File: config.mk
export PLATFORM = sky130hd
export DESIGN_NAME = pexc_arbiter
export DESIGN_NICKNAME = d
export VERILOG_FILES = /design/src/rtl/pexc_pkg.sv /design/src/rtl/pexc_track.sv /design/src/rtl/pexc_select.sv /design/src/rtl/pexc_arbiter.sv
export SDC_FILE = /design/constraint.sdc
export NUM_CORES = 1
export LEC_CHECK = 0
export BUFFER_PORTS_ARGS = -buffer_cell sky130_fd_sc_hd__clkbuf_2
export CAP_MARGIN = 20
export CORE_ASPECT_RATIO = 0.7
export CORE_MARGIN = 10
export CORE_UTILIZATION = 58
export CTS_CLUSTER_SIZE = 14
export DETAILED_ROUTE_END_ITERATION = 6
export GPL_ROUTABILITY_DRIVEN = 0
export MAX_ROUTING_LAYER = met4
export PLACE_DENSITY = 0.79
export SYNTH_ARGS = -nofsm -noshare
export SYNTH_HDL_FRONTEND = slang
export SYNTH_HIERARCHICAL = 1
export SYNTH_SLANG_ARGS = --single-unit
File: constraint.sdc
create_clock -name clk_i -period 2.5 [get_ports clk_i]
set_input_delay 0.125 -clock clk_i [delete_from_list [all_inputs] [get_ports clk_i]]
set_output_delay 0.125 -clock clk_i [all_outputs]
set_load 0.02 [all_outputs]
File: src/rtl/pexc_pkg.sv
package pexc_pkg;

    typedef enum logic [1:0] {
        CAUSE_NONE = 2'b00,
        CAUSE_ITLB = 2'b01,
        CAUSE_DTLB = 2'b10,
        CAUSE_RSVD = 2'b11
    } cause_e;

endpackage

File: src/rtl/pexc_track.sv
// Carries each instruction's PC, branch/slot markers and pending cause
// from fetch through decode and execute to the memory-access stage.
module pexc_track #(
    parameter int PC_W  = 32,
    parameter int REC_W = 2 * PC_W + 5
) (
    input  logic                  clk_i,
    input  logic                  rst_ni,
    input  logic                  flush_i,
    input  logic                  if_valid_i,
    input  logic [PC_W-1:0]       if_pc_i,
    input  logic                  if_itlb_miss_i,
    input  logic                  id_rsvd_i,
    input  logic                  id_dbranch_i,
    output logic                  id_vld_o,
    output logic                  ex_vld_o,
    output logic                  ex_slot_o,
    output pexc_pkg::cause_e      ex_cause_o,
    output logic [REC_W-1:0]      ma_rec_o
);
    import pexc_pkg::*;

    typedef struct packed {
        logic            vld;
        logic [PC_W-1:0] pc;
        cause_e          cause;
        logic            brn;
        logic            slot;
        logic [PC_W-1:0] bpc;
    } rec_t;

    typedef struct packed {
        rec_t id;
        rec_t ex;
        rec_t ma;
    } st_t;

    localparam rec_t REC_EMPTY = '{vld: 1'b0, pc: '0, cause: CAUSE_NONE,
                                   brn: 1'b0, slot: 1'b0, bpc: '0};

    st_t st_d, st_q;

    always_comb begin
        st_d = st_q;

        // fetch -> decode: capture fetch fault and delay-slot marker
        st_d.id.vld   = if_valid_i;
        st_d.id.pc    = if_pc_i;
        st_d.id.cause = (if_valid_i && if_itlb_miss_i) ? CAUSE_ITLB : CAUSE_NONE;
        st_d.id.brn   = 1'b0;
        st_d.id.slot  = if_valid_i && st_q.id.vld && id_dbranch_i;
        st_d.id.bpc   = st_q.id.pc;

        // decode -> execute: add reserved-opcode fault unless one is carried
        st_d.ex     = st_q.id;
        st_d.ex.brn = st_q.id.vld && id_dbranch_i;
        if (st_q.id.vld && (st_q.id.cause == CAUSE_NONE) && id_rsvd_i) begin
            st_d.ex.cause = CAUSE_RSVD;
        end

        // execute -> memory access
        st_d.ma = st_q.ex;

        // taken fault: drop every in-flight instruction and its flags
        if (flush_i) begin
            st_d.id = REC_EMPTY;
            st_d.ex = REC_EMPTY;
            st_d.ma = REC_EMPTY;
        end
    end

    always_ff @(posedge clk_i or negedge rst_ni) begin
        if (!rst_ni) begin
            st_q <= '{id: REC_EMPTY, ex: REC_EMPTY, ma: REC_EMPTY};
        end else begin
            st_q <= st_d;
        end
    end

    assign id_vld_o   = st_q.id.vld;
    assign ex_vld_o   = st_q.ex.vld;
    assign ex_slot_o  = st_q.ex.slot;
    assign ex_cause_o = st_q.ex.cause;
    assign ma_rec_o   = st_q.ma;

endmodule

File: src/rtl/pexc_select.sv
// Decides, from the memory-access record and the execute slot state,
// whether a fault is committed this cycle, its cause and restart PC.
module pexc_select #(
    parameter int PC_W  = 32,
    parameter int REC_W = 2 * PC_W + 5
) (
    input  logic [REC_W-1:0]  ma_rec_i,
    input  logic              ma_dtlb_miss_i,
    input  logic              ex_vld_i,
    input  logic              ex_slot_i,
    input  pexc_pkg::cause_e  ex_cause_i,
    output logic              take_o,
    output pexc_pkg::cause_e  cause_o,
    output logic [PC_W-1:0]   pc_o
);
    import pexc_pkg::*;

    typedef struct packed {
        logic            vld;
        logic [PC_W-1:0] pc;
        cause_e          cause;
        logic            brn;
        logic            slot;
        logic [PC_W-1:0] bpc;
    } rec_t;

    rec_t   ma;
    cause_e ma_cause;

    assign ma = ma_rec_i;

    always_comb begin
        // carried fault is older in detection than the data miss
        ma_cause = ma.cause;
        if ((ma.cause == CAUSE_NONE) && ma_dtlb_miss_i) begin
            ma_cause = CAUSE_DTLB;
        end

        take_o  = 1'b0;
        cause_o = CAUSE_NONE;
        pc_o    = ma.pc;

        if (ma.vld && (ma_cause != CAUSE_NONE)) begin
            take_o  = 1'b1;
            cause_o = ma_cause;
            pc_o    = ma.slot ? ma.bpc : ma.pc;
        end else if (ma.vld && ma.brn && ex_vld_i && ex_slot_i &&
                     (ex_cause_i != CAUSE_NONE)) begin
            // slot fault taken before the branch leaves: restart at branch
            take_o  = 1'b1;
            cause_o = ex_cause_i;
            pc_o    = ma.pc;
        end
    end

endmodule

File: src/rtl/pexc_arbiter.sv
module pexc_arbiter #(
    parameter int PC_W = 32
) (
    input  logic            clk_i,
    input  logic            rst_ni,
    input  logic            if_valid_i,
    input  logic [PC_W-1:0] if_pc_i,
    input  logic            if_itlb_miss_i,
    input  logic            id_rsvd_i,
    input  logic            id_dbranch_i,
    input  logic            ma_dtlb_miss_i,
    output logic            exc_taken_o,
    output logic [1:0]      exc_cause_o,
    output logic [PC_W-1:0] exc_pc_o,
    output logic            flush_o
);
    import pexc_pkg::*;

    localparam int REC_W = 2 * PC_W + 5;

    typedef struct packed {
        logic            taken;
        cause_e          cause;
        logic [PC_W-1:0] pc;
    } out_t;

    logic             trk_id_vld;
    logic             trk_ex_vld;
    logic             trk_ex_slot;
    cause_e           trk_ex_cause;
    logic [REC_W-1:0] trk_ma_rec;
    logic             trk_ma_vld;
    logic             sel_take;
    cause_e           sel_cause;
    logic [PC_W-1:0]  sel_pc;

    out_t out_d, out_q;

    pexc_track #(.PC_W(PC_W), .REC_W(REC_W)) u_track (
        .clk_i          (clk_i),
        .rst_ni         (rst_ni),
        .flush_i        (sel_take),
        .if_valid_i     (if_valid_i),
        .if_pc_i        (if_pc_i),
        .if_itlb_miss_i (if_itlb_miss_i),
        .id_rsvd_i      (id_rsvd_i),
        .id_dbranch_i   (id_dbranch_i),
        .id_vld_o       (trk_id_vld),
        .ex_vld_o       (trk_ex_vld),
        .ex_slot_o      (trk_ex_slot),
        .ex_cause_o     (trk_ex_cause),
        .ma_rec_o       (trk_ma_rec)
    );

    pexc_select #(.PC_W(PC_W), .REC_W(REC_W)) u_select (
        .ma_rec_i       (trk_ma_rec),
        .ma_dtlb_miss_i (ma_dtlb_miss_i),
        .ex_vld_i       (trk_ex_vld),
        .ex_slot_i      (trk_ex_slot),
        .ex_cause_i     (trk_ex_cause),
        .take_o         (sel_take),
        .cause_o        (sel_cause),
        .pc_o           (sel_pc)
    );

    // valid bit is the top field of the record
    assign trk_ma_vld = trk_ma_rec[REC_W-1];

    always_comb begin
        out_d       = out_q;
        out_d.taken = sel_take;
        out_d.cause = sel_take ? sel_cause : CAUSE_NONE;
        if (sel_take) begin
            out_d.pc = sel_pc;
        end
    end

    always_ff @(posedge clk_i or negedge rst_ni) begin
        if (!rst_ni) begin
            out_q <= '{taken: 1'b0, cause: CAUSE_NONE, pc: '0};
        end else begin
            out_q <= out_d;
        end
    end

    assign exc_taken_o = out_q.taken;
    assign exc_cause_o = out_q.cause;
    assign exc_pc_o    = out_q.pc;
    assign flush_o     = out_q.taken;

endmodule

---- Yosys cells after proc, flatten, opt, wreduce, memory -nomap -nowiden ----
Index checks and enable logic that the tools add are counted.
word-level totals
  register bits ........................... 241
  bits in latches ......................... 0
  RAM bits ................................ 0
  memory bits (read-only) ................. 0
  logic and storage cells ................. 47
  memories ................................ 0
operators by class
  add/sub/neg operators ................... 0
  $mul .................................... 0
  divide/modulo/power cells ............... 0
  order comparisons ....................... 0
  equality and inequality tests ........... 0
  shift-type cells ........................ 0
  mux-type cells .......................... 11
  bitwise logic cells ..................... 0
  reductions and logical operators ........ 16
operators by type and width
  cell                 count
  207-bit two-way mux  1
  32-bit two-way mux   2
  1-bit logical AND    12
  2-bit two-way mux    5
  2-bit zero test      2
  2-bit nonzero test   2
  1-bit two-way mux    3

---- Logic depth before layout (Yosys ltp) ----
Gate-level depths: netlist of run 1.
  word-level depth ........................ 7
  gate-level depth with buffers ........... 6

---- Hierarchy ----
The synthesis of run 1 kept the hierarchy.
modules (own cells, without submodules)
  module        instances  cells each  area an instance (sq um)  sequential area each (sq um)
  pexc_track    1          369         5028.6                    3528.4
  pexc_arbiter  1          74          1427.6                    875.8
  pexc_select   1          47          476.7                     0.0

---- Worst setup path before layout of run 1 ----
Ideal clock, no wire load.
  path kind ............................... reg2reg
  start ................................... reg u_track.st_q, in the netlist u_track/ma_rec_o[35]
  end ..................................... reg out_q, in the netlist exc_pc_o[1]
  data arrival time ....................... 1623 ps
  required time ........................... 2375 ps
  slack ................................... 752 ps
  stages on the path, launching flop included .. 6
  buffers on the path ..................... 2
  period minus slack after synthesis ...... 1748 ps
  cell sequence ........................... dfrtp_1 -> buf_4 -> o311ai_4 -> buf_6 -> mux2_2 -> mux2_2
between the ends
  cells in the longest elaborated chain, start to end .. 6
RTL lines
  what                      RTL line            text
  start: declaration        pexc_track.sv:41    st_t st_d, st_q;
  start signal: assignment  pexc_track.sv:74    st_q <= '{id: REC_EMPTY, ex: REC_EMPTY, ma: REC_EMPTY};
  start signal: assignment  pexc_track.sv:76    st_q <= st_d;
  2-bit zero test           pexc_select.sv:35   if ((ma.cause == CAUSE_NONE) && ma_dtlb_miss_i) begin
  1-bit logical AND         pexc_select.sv:35
  2-bit two-way mux (*)     pexc_select.sv:35
  2-bit nonzero test (*)    pexc_select.sv:43   if (ma.vld && (ma_cause != CAUSE_NONE)) begin
  1-bit logical AND (*)     pexc_select.sv:43
  32-bit two-way mux (*)    pexc_select.sv:43
  via sel_pc[1]             pexc_arbiter.sv:35  logic [PC_W-1:0] sel_pc;
  end signal: assignment    pexc_arbiter.sv:80  out_q <= '{taken: 1'b0, cause: CAUSE_NONE, pc: '0};
  end signal: assignment    pexc_arbiter.sv:82  out_q <= out_d;
  end: declaration          pexc_arbiter.sv:37  out_t out_d, out_q;
The timed path passes the listed nets; every way through them passes the cells marked *.
A chain may end at the register's enable or synchronous reset.

==> impl_metrics.json, run 1 <==
{
  "worst_path_clk_slew_ps": 70,
  "start_util": 0.593,
  "synthFlopType": "sky130_fd_sc_hd__dfrtp_1",
  "route.detailed.wl_per_inst_um": 14.6,
  "criticalPathCategory": "register to register",
  "instance_count_after_placement_with_tap_cells_included": 633,
  "grt.met3_usage": 0.0433,
  "worstPathMaxFanout": 116,
  "synth_adder_area_share": 0,
  "layout.nets": 571,
  "synth_nets": 529,
  "use_met1": 0.158,
  "cts_tree": "built",
  "worst_r2r_startpoint": "u_track/ma_rec_o[68]",
  "syn-mean-instance-area_um2": 14.1,
  "relSlewSlack": 0.635,
  "cts_made_buffers": 17,
  "hold_buffers": 37,
  "yosys.area.top_type_share": 0.635,
  "average_via_count_per_standard_cell": 4.68,
  "post-route-drc-count": 0,
  "seq_area_frac_synth": 0.635,
  "tightest_slew_ps": 547,
  "groute.layer.met2.usage": 0.211,
  "hpwlAfterDp_um": 6120,
  "max_freq_mhz": 523,
  "p_leak_nw": 3.85,
  "synth_mux_area_frac": 0.119,
  "smallest_hold_slack_ps": 248,
  "end_kind": "register",
  "drt_iter0_drc": 202,
  "finalSetupViolCount": 0,
  "critical_path.reg2reg.endpoint": "exc_pc_o[29]",
  "synth_top_area_cell": "sky130_fd_sc_hd__dfrtp_1",
  "cts-resized-gates": 0,
  "die_area_um2": 16800,
  "area_growth_syn_to_layout_pct": 13.3,
  "design.portCount": 75,
  "synth-warning-count": 6,
  "total_core_area_um2": 11700,
  "synth_edf_count": 0,
  "gr-total-overflow": 0,
  "detailed_route_wl_um": 10200,
  "outcome": "finished, final reports clean",
  "antenna_violations_before_repair": 0,
  "clk_latency_ps": 410,
  "cts_num_sinks": 176,
  "via_count": 3287,
  "yosys_register_bits": 176,
  "finalCritPeriodShare": 0.765,
  "finalCriticalPeriod_ps": 1910,
  "reg2reg_slack_ps": 590,
  "maxCapViolations": 0,
  "clock_tree.buffer_depth": 2,
  "clock_tree.root_cell": "sky130_fd_sc_hd__clkbuf_16",
  "final_layout_size_suffix_gt1_frac": 0.327,
  "die_h_um": 111,
  "cts.repair_timing.setup_buffer_count": 0,
  "start_kind": "register",
  "placement_rows": 33,
  "grt_first_pass_wirelength_um": 17400,
  "synth_simple_gate_area_frac": 0.132,
  "largest_family_of_logic_cells_by_synthesized_area": "simple AND/OR/NAND/NOR gates",
  "post_synth_xor_area_fraction": 0,
  "die_w_um": 151,
  "port-buffer-count": 74,
  "cellPowerDensity_nw_per_um2": 1040,
  "final_cell_area_um2": 7860,
  "syn_area_um2": 6930,
  "cts_max_level": 4,
  "drt-pass1-iter-count": 4,
  "postRouteAntennaNets": 0,
  "synthArstFlopShare": 1.00,
  "timing_hold_violations_final": 0,
  "worst-r2r-cell-count": 4,
  "rsz_0062_raised_after_global_routing": "false",
  "postPlaceCellArea_um2": 6900,
  "synthCells": 490,
  "worstPathRequired_ps": 2790,
  "number_of_antenna_diodes": 0,
  "grt_max_degree": 117,
  "wp_data_arrival_ps": 2200,
  "final-instance-count-excl-fill": 702,
  "final.fill_count": 823,
  "holdCritPathClass": "primary input to asynchronous set/reset pin",
  "synth.top_cells.by_area": "sky130_fd_sc_hd__dfrtp_1, sky130_fd_sc_hd__nor2b_1, sky130_fd_sc_hd__buf_4, sky130_fd_sc_hd__mux2_4, sky130_fd_sc_hd__mux2_2",
  "timing.final.max_slew_violations": 0,
  "synth-compound-area-share": 0.00957,
  "final.setup.tns_ps": 0,
  "multi_input_comb_area_um2": 1820,
  "synth_cell_type_count": 23,
  "grt_use_total": 0.134,
  "peak_ir_drop_on_the_vdd_network_v": 0.000631,
  "clock_skew_ps": 10.4,
  "first_global_vias": 3547,
  "busiest_metal_layer_after_global_routing": "met2",
  "final-seq-area_um2": 4400
}
final cells by class:
class	count	share of cell area
clock buffer	19	0.0577
clock inverter	13	0.0174
inverter	1	0.000478
multi-input combinational	219	0.232
sequential	176	0.561
tap	157	0.0250
timing repair buffer	117	0.107
power by group:
group,internal (W),switching [W],total [W]
Sequential,0.00351,0.000295,0.00380
Clock,0.00153,0.00107,0.00260
Combinational,0.000873,0.000889,0.00176
Total,0.00591,0.00225,0.00816
sequential cells by signal, indices dropped and copies added (netlist names):
name / count
exc_cause_o: 2
exc_pc_o: 32
exc_taken_o: 1
u_track/ex_cause_o: 2
u_track/ex_slot_o: 1
u_track/ex_vld_o: 1
u_track/id_vld_o: 1
u_track/ma_rec_o: 37
u_track/st_q: 99
metrics by stage:
stage,worst slack [ps],total power [W],utilization
2_1_floorplan,752,0.00536,-
3_3_place_gp,711,0.00553,0.590
3_5_place_dp,612,0.00561,0.590
4_1_cts,600,0.00827,0.672
5_1_grt,489,0.00859,0.672
6_report,587,0.00816,0.672
how the worst max path moves through the flow:
stage | start | endpoint | depth (start not counted)
4_1_cts | u_track/ma_rec_o[68] | exc_pc_o[19] | 4
6_report | u_track/ma_rec_o[68] | exc_pc_o[29] | 4
3_3_place_gp | u_track/ma_rec_o[68] | exc_pc_o[17] | 4
2_1_floorplan | u_track/ma_rec_o[35] | exc_pc_o[1] | 5
3_5_place_dp | u_track/ma_rec_o[68] | exc_pc_o[17] | 4
5_1_grt | u_track/ma_rec_o[68] | exc_pc_o[15] | 4
layer usage:
metal	wire (um)	vias to the layer above
met3	471	13
met4	116	0
li1	-	1567
met2	5130	53
met5	0	-
met1	4500	1654
synth_stat cells (2+ instances only):
| cell | n |
|---|---|
| sky130_fd_sc_hd__mux2_1 | 2 |
| sky130_fd_sc_hd__buf_2 | 15 |
| sky130_fd_sc_hd__mux2_2 | 34 |
| sky130_fd_sc_hd__mux2_4 | 28 |
| sky130_fd_sc_hd__buf_4 | 72 |
| sky130_fd_sc_hd__buf_12 | 2 |
| sky130_fd_sc_hd__nor2b_2 | 2 |
| sky130_fd_sc_hd__and2_1 | 4 |
| sky130_fd_sc_hd__nor2_1 | 2 |
| sky130_fd_sc_hd__nand2_1 | 2 |
| sky130_fd_sc_hd__dfrtp_1 | 176 |
| sky130_fd_sc_hd__nor2b_1 | 134 |
| sky130_fd_sc_hd__o21ai_0 | 4 |
| sky130_fd_sc_hd__buf_6 | 4 |
critical path, cell delays in order (launching register included):
cell and delay [ps]:
sky130_fd_sc_hd__dfrtp_1 450, sky130_fd_sc_hd__nand4_1 220, sky130_fd_sc_hd__o21ai_4 270, sky130_fd_sc_hd__buf_12 410, sky130_fd_sc_hd__mux2_4 340
kinds of logic (layout without fill, tap and decap cells):
group / after synthesis / count (layout)
AOI/OAI and AO/OA: 8 / 8
and+or+nand+nor: 147 / 147
buffers and inverters: 95 / 150
DFF: 176 / 176
muxes: 64 / 64
cells in the final DEF (no fill, tap or decap):
master | netlist | routed
sky130_fd_sc_hd__clkinv_2 | 0 | 5
sky130_fd_sc_hd__clkbuf_2 | 0 | 73
sky130_fd_sc_hd__o31ai_1 | 1 | 1
sky130_fd_sc_hd__mux2_1 | 2 | 2
sky130_fd_sc_hd__clkbuf_16 | 0 | 17
sky130_fd_sc_hd__and3b_1 | 1 | 1
sky130_fd_sc_hd__nand4_1 | 1 | 1
sky130_fd_sc_hd__inv_1 | 1 | 1
sky130_fd_sc_hd__mux2_2 | 34 | 34
sky130_fd_sc_hd__o311ai_4 | 1 | 1
sky130_fd_sc_hd__and3_1 | 1 | 1
sky130_fd_sc_hd__and2_1 | 4 | 4
sky130_fd_sc_hd__o21a_1 | 1 | 1
sky130_fd_sc_hd__buf_6 | 4 | 1
sky130_fd_sc_hd__buf_4 | 72 | 2
sky130_fd_sc_hd__clkbuf_8 | 0 | 2
sky130_fd_sc_hd__nor2b_2 | 2 | 2
sky130_fd_sc_hd__o21ai_4 | 0 | 1
sky130_fd_sc_hd__bufinv_16 | 0 | 2
sky130_fd_sc_hd__nor2b_1 | 134 | 134
sky130_fd_sc_hd__inv_6 | 0 | 2
sky130_fd_sc_hd__mux2_4 | 28 | 28
sky130_fd_sc_hd__o21ai_0 | 4 | 3
sky130_fd_sc_hd__nand2_1 | 2 | 2
sky130_fd_sc_hd__buf_12 | 2 | 4
sky130_fd_sc_hd__nor2_1 | 2 | 2
sky130_fd_sc_hd__clkinvlp_4 | 0 | 1
sky130_fd_sc_hd__dfrtp_1 | 176 | 176
sky130_fd_sc_hd__clkinv_4 | 0 | 3
sky130_fd_sc_hd__a21oi_1 | 1 | 1
sky130_fd_sc_hd__dlygate4sd3_1 | 0 | 37
(Power assumes the default switching activity.)
==> inputs of run 2 (changes only) <==
- clock period: 2.5 -> 2 ns (I/O delays scaled with it)
==> run 2 against run 1 <==
  * Core utilization is 0.19 points higher
  * Final area increased by 0.29%
  * Clock skew decreased by 1.1 ps
  * Non-clock buffer count rose by 6
  * Register-to-register slack got worse by 430 ps
  * Largest cell class unchanged
==> impl_metrics.json, run 2 (same netlist as run 1, synthesis figures left out) <==
{
  "setup_ws_ps": 162,
  "crit_path_top_delay_cell": "sky130_fd_sc_hd__dfrtp_1",
  "layout.cells.most_common_list": "sky130_fd_sc_hd__dfrtp_1, sky130_fd_sc_hd__nor2b_1, sky130_fd_sc_hd__clkbuf_2",
  "number_of_antenna_diodes": 0,
  "clk_latency_ps": 410,
  "final_cell_area_um2": 7880,
  "cts_made_buffers": 17,
  "area_growth_syn_to_layout_pct": 13.6,
  "drt-pass1-iter-count": 4,
  "cts_num_sinks": 176,
  "maxCapViolations": 0,
  "crit_start": "u_track/ma_rec_o[35]",
  "reg2reg_slack_ps": 160,
  "end_kind": "register",
  "via_count": 3307,
  "final_layout_size_suffix_gt1_frac": 0.330,
  "postPlaceCellArea_um2": 6940,
  "cellPowerDensity_nw_per_um2": 1280,
  "gr-total-overflow": 0,
  "final.setup.tns_ps": 0,
  "max_freq_mhz": 544,
  "relSlewSlack": 0.683,
  "max_reg_flops": 99,
  "final.fill_count": 815,
  "critical_path.reg2reg.endpoint": "exc_pc_o[15]",
  "grt_first_pass_wirelength_um": 18000,
  "cts.repair_timing.setup_buffer_count": 0,
  "finalCriticalPeriod_ps": 1840,
  "clock_tree.buffer_depth": 2,
  "drt_iter0_drc": 142,
  "rsz_0062_raised_after_global_routing": "false",
  "p_leak_nw": 3.86,
  "timing_hold_violations_final": 0,
  "detailed_route_wl_um": 10400,
  "average_via_count_per_standard_cell": 4.67,
  "instance_count_after_placement_with_tap_cells_included": 639,
  "worstPathMaxFanout": 18,
  "clock_tree.root_cell": "sky130_fd_sc_hd__clkbuf_16",
  "cts_tree": "built",
  "peak_ir_drop_on_the_vdd_network_v": 0.000709,
  "finalSetupViolCount": 0,
  "first_global_vias": 3590,
  "worstSetupEndpoint": "exc_pc_o[15]",
  "start_util": 0.593,
  "finalCritPeriodShare": 0.919,
  "clock_skew_ps": 9.31,
  "holdCritPathClass": "primary input to asynchronous set/reset pin",
  "die_h_um": 111,
  "route.detailed.wl_per_inst_um": 14.6,
  "grt_max_degree": 77,
  "most_common_library_cell_in_the_layout_ignoring_fill_and_taps": "sky130_fd_sc_hd__dfrtp_1",
  "layout.nets": 577,
  "smallest_hold_slack_ps": 188,
  "cts_max_level": 4,
  "worst_slack_at_placement_ps": 148,
  "worst_r2r_startpoint": "u_track/ma_rec_o[35]",
  "antenna_violations_before_repair": 0,
  "final-instance-count-excl-fill": 708,
  "die_area_um2": 16800,
  "start_kind": "register",
  "timing.final.max_slew_violations": 0,
  "hpwlAfterDp_um": 6320,
  "die_w_um": 151,
  "criticalPathCategory": "register to register",
  "wp_data_arrival_ps": 2130,
  "design.portCount": 75,
  "tightest_slew_ps": 476,
  "worstPathRequired_ps": 2290,
  "post-route-drc-count": 0,
  "crit_chain": "o311ai_4 -> buf_4 -> mux2_2 -> mux2_4",
  "grt_use_total": 0.138,
  "placement_rows": 33,
  "largest_reg_by_ff_count": "u_track/st_q",
  "critPathMaxStageDelay_ps": 430,
  "worst_path_clk_slew_ps": 70,
  "total_core_area_um2": 11700,
  "outcome": "finished, final reports clean",
  "worst-r2r-cell-count": 4,
  "postRouteAntennaNets": 0,
  "port-buffer-count": 74
}
run 2: cell types whose count changed in the layout (fill, tap and decap cells not counted):
| cell | before | now |
|---|---|---|
| sky130_fd_sc_hd__buf_4 | 2 | 8 |
| sky130_fd_sc_hd__clkinv_2 | 5 | 2 |
| sky130_fd_sc_hd__clkbuf_1 | 0 | 2 |
| sky130_fd_sc_hd__clkinvlp_4 | 1 | 3 |
| sky130_fd_sc_hd__bufinv_16 | 2 | 1 |
| sky130_fd_sc_hd__clkinv_4 | 3 | 2 |
| sky130_fd_sc_hd__inv_6 | 2 | 3 |
run 2: power by group:
group / leakage, nW / switching, W / total, W / internal (W)
clock network: 0.270 / 0.00134 / 0.00313 / 0.00179
registers: 2.23 / 0.000371 / 0.00476 / 0.00439
logic: 1.35 / 0.00112 / 0.00223 / 0.00111
total: 3.86 / 0.00283 / 0.0101 / 0.00729
run 2: repair_timing:
action / 4_1_cts / 5_1_grt
hold endpoints to repair: 85 / 0
hold buffers: 37 / 0
gates resized for setup: 0 / 0
run 2: layout make-up:
type	count	area (um2)	share of cell area
clock buffers	21	460	0.0584
clock inverters	11	106	0.0135
inverters	1	3.75	0.000476
multi-input cells	219	1820	0.231
flip-flops and latches	176	4400	0.559
well taps	157	196	0.0249
repair buffers	123	887	0.113
run 2: worst max-delay path, delay by kind of cell (launching register included):
| family | cells | cell delay, ps |
|---|---|---|
| compound gates | 1 | 310 |
| buf+inv | 1 | 340 |
| flops | 1 | 430 |
| mux | 2 | 640 |
run 2: through the flow:
| step | total power, W | util |
|---|---|---|
| after global routing | 0.0107 | 0.674 |
| after CTS | 0.0102 | 0.674 |
| after global placement | 0.00694 | 0.594 |
| after detailed placement | 0.00704 | 0.594 |
| after floorplan | 0.00669 | - |
| final | 0.0101 | 0.674 |
run 2: worst min path at each step:
| stage | slack (ps) | to | cells after the start | startpoint |
|---|---|---|---|---|
| after floorplan | -200 | exc_cause_o[0] | 0 | rst_ni |
| final | 190 | exc_pc_o[30] | 2 | rst_ni |
| after global routing | 240 | exc_pc_o[30] | 2 | rst_ni |
| after CTS | 210 | exc_pc_o[30] | 2 | rst_ni |
| after detailed placement | 80 | exc_pc_o[30] | 1 | rst_ni |
| after global placement | 70 | exc_pc_o[30] | 1 | rst_ni |
run 2: metal layers:
layer  wire length, um  GRT usage
met5                 0          -
met4               150     0.0531
met3               418     0.0409
met2              5230      0.215
met1              4560      0.166
==> inputs of run 3 (changes only) <==
- CORE_ASPECT_RATIO: 0.7 -> unset
==> run 3 against run 2 <==
  * Highest routed layer unchanged
  * Core utilization increased by 1.1 points
  * First-iteration DRC count increased by 75%
  * Maximum frequency decreased by 0.78%
  * Via count increased by 0.54%
  * Setup slack got worse by 14 ps
  * Sequential power about the same
==> impl_metrics.json, run 3 (same netlist as run 1, synthesis figures left out) <==
{
  "worstPathMaxFanout": 60,
  "die_h_um": 129,
  "layout.nets": 576,
  "post-route-drc-count": 0,
  "sw_frac_of_total": 0.273,
  "worst_slack_at_placement_ps": 212,
  "number_of_antenna_diodes": 0,
  "holdCritPathClass": "primary input to asynchronous set/reset pin",
  "total_core_area_um2": 11600,
  "final.setup.tns_ps": 0,
  "area_growth_syn_to_layout_pct": 14.3,
  "clk_latency_ps": 420,
  "power_switching_w": 0.00285,
  "criticalPathCategory": "register to register",
  "gr-total-overflow": 0,
  "die_area_um2": 16700,
  "finalCritPeriodShare": 0.926,
  "share_seq_of_total_power": 0.455,
  "maxCapViolations": 0,
  "cts_made_buffers": 17,
  "p_int_w": 0.00759,
  "tightest_slew_ps": 533,
  "worstPathRequired_ps": 2310,
  "postRouteAntennaNets": 0,
  "instance_count_after_placement_with_tap_cells_included": 624,
  "outcome": "finished, final reports clean",
  "wp_data_arrival_ps": 2160,
  "most_common_library_cell_in_the_layout_ignoring_fill_and_taps": "sky130_fd_sc_hd__dfrtp_1",
  "placement_rows": 39,
  "finalCriticalPeriod_ps": 1850,
  "average_via_count_per_standard_cell": 4.80,
  "first_global_vias": 3761,
  "grt_max_degree": 61,
  "timing.final.max_slew_violations": 0,
  "detailed_route_wl_um": 10700,
  "start_kind": "register",
  "peak_ir_drop_on_the_vdd_network_v": 0.000644,
  "worst_path_clk_slew_ps": 60,
  "setup_ws_ps": 148,
  "finalSetupViolCount": 0,
  "max_freq_mhz": 540,
  "cts_tree": "built",
  "cts_num_sinks": 176,
  "via_count": 3325,
  "drt-pass1-iter-count": 4,
  "reg2reg_slack_ps": 150,
  "clock_tree.buffer_depth": 2,
  "end_kind": "register",
  "grt_use_total": 0.145,
  "grt_first_pass_wirelength_um": 18300,
  "rsz_0062_raised_after_global_routing": "false",
  "clock_tree.root_cell": "sky130_fd_sc_hd__clkbuf_16",
  "cts_max_level": 4,
  "layout.cells.most_common_list": "sky130_fd_sc_hd__dfrtp_1, sky130_fd_sc_hd__nor2b_1, sky130_fd_sc_hd__clkbuf_2",
  "design.portCount": 75,
  "clock_skew_ps": 6.37,
  "largest_reg_by_ff_count": "u_track/st_q",
  "hpwlAfterDp_um": 6270,
  "final-instance-count-excl-fill": 693,
  "p_leak_nw": 3.87,
  "pwr-share-clk": 0.329,
  "drt_iter0_drc": 248,
  "relSlewSlack": 0.645,
  "antenna_violations_before_repair": 0,
  "final-seq-area_um2": 4400,
  "final.fill_count": 784,
  "final_layout_size_suffix_gt1_frac": 0.329,
  "timing_hold_violations_final": 0,
  "cellPowerDensity_nw_per_um2": 1320,
  "die_w_um": 129,
  "port-buffer-count": 74,
  "start_util": 0.599,
  "cts-resized-gates": 0,
  "route.detailed.wl_per_inst_um": 15.4,
  "multi_input_comb_area_um2": 1820,
  "comb_power_share": 0.215,
  "cts.repair_timing.setup_buffer_count": 0,
  "max_reg_flops": 99,
  "fin_util": 0.685
}
run 3: cell count changes in the layout (fill, tap and decap cells not counted), sizes merged:
cell	delta
clkbuf	-2
bufinv	+3
clkinvlp	+2
inv	-3
buf	-1
run 3: per-stage QoR:
step	hold slack, ps	instance area [um2]	power [W]
5_1_grt	262	7920	0.0110
4_1_cts	233	7920	0.0106
2_1_floorplan	-196	6930	0.00669
3_3_place_gp	97.1	6930	0.00693
6_report	215	7920	0.0104
3_5_place_dp	99.3	6930	0.00704
run 3: worst paths after layout:
check	endpoint	depth (start not counted)	startpoint
worst max-delay path	exc_pc_o[1]	4	u_track/ma_rec_o[68]
worst min-delay path	u_track/ma_rec_o[9]	2	rst_ni
worst max register to register	exc_pc_o[1]	4	u_track/ma_rec_o[68]
worst min register to register	u_track/st_q[85]	1	u_track/st_q[121]
max in group asynchronous	exc_pc_o[10]	3	rst_ni
min in group clk_i	exc_cause_o[0]	5	ma_dtlb_miss_i
run 3: final cells by class:
cell class / instances / share of cell area
Clock buffer: 19 / 0.0547
Tap cell: 143 / 0.0226
Multi-Input combinational cell: 219 / 0.230
Inverter: 1 / 0.000474
Sequential cell: 176 / 0.556
Timing Repair Buffer: 122 / 0.113
Clock inverter: 13 / 0.0239
run 3: worst max-delay path, stage by stage, from the launching register on:
cell                      delay, ps
sky130_fd_sc_hd__dfrtp_1        450
sky130_fd_sc_hd__nand4_1        270
sky130_fd_sc_hd__o21ai_4        320
sky130_fd_sc_hd__buf_12         310
sky130_fd_sc_hd__mux2_2         370
run 3: timing repair:
| action | 4_1_cts | 5_1_grt |
|---|---|---|
| setup endpoints to repair | 0 | 0 |
| endpoints found under the hold margin | 92 | 0 |
| hold buffers | 37 | 0 |
run 3: routing by layer:
| metal | global-route usage | vias to the layer above | wire length (um) | part of all wire |
|---|---|---|---|---|
| met5 | - | - | 0 | 0 |
| met4 | 0.0609 | 0 | 195 | 0.018 |
| met3 | 0.0481 | 18 | 395 | 0.037 |
| met2 | 0.228 | 67 | 5480 | 0.51 |
| met1 | 0.167 | 1662 | 4580 | 0.43 |
| li1 | - | 1578 | - | - |
run 3: power groups by stage:
stage | combinational, W | clock, W | sequential, W
final | 0.00225 | 0.00344 | 0.00475
after global routing | 0.00244 | 0.00366 | 0.00486
after CTS | 0.00230 | 0.00350 | 0.00477
after detailed placement | 0.00222 | 0 | 0.00482
after global placement | 0.00216 | 0 | 0.00478
after floorplan | 0.00157 | 0 | 0.00512
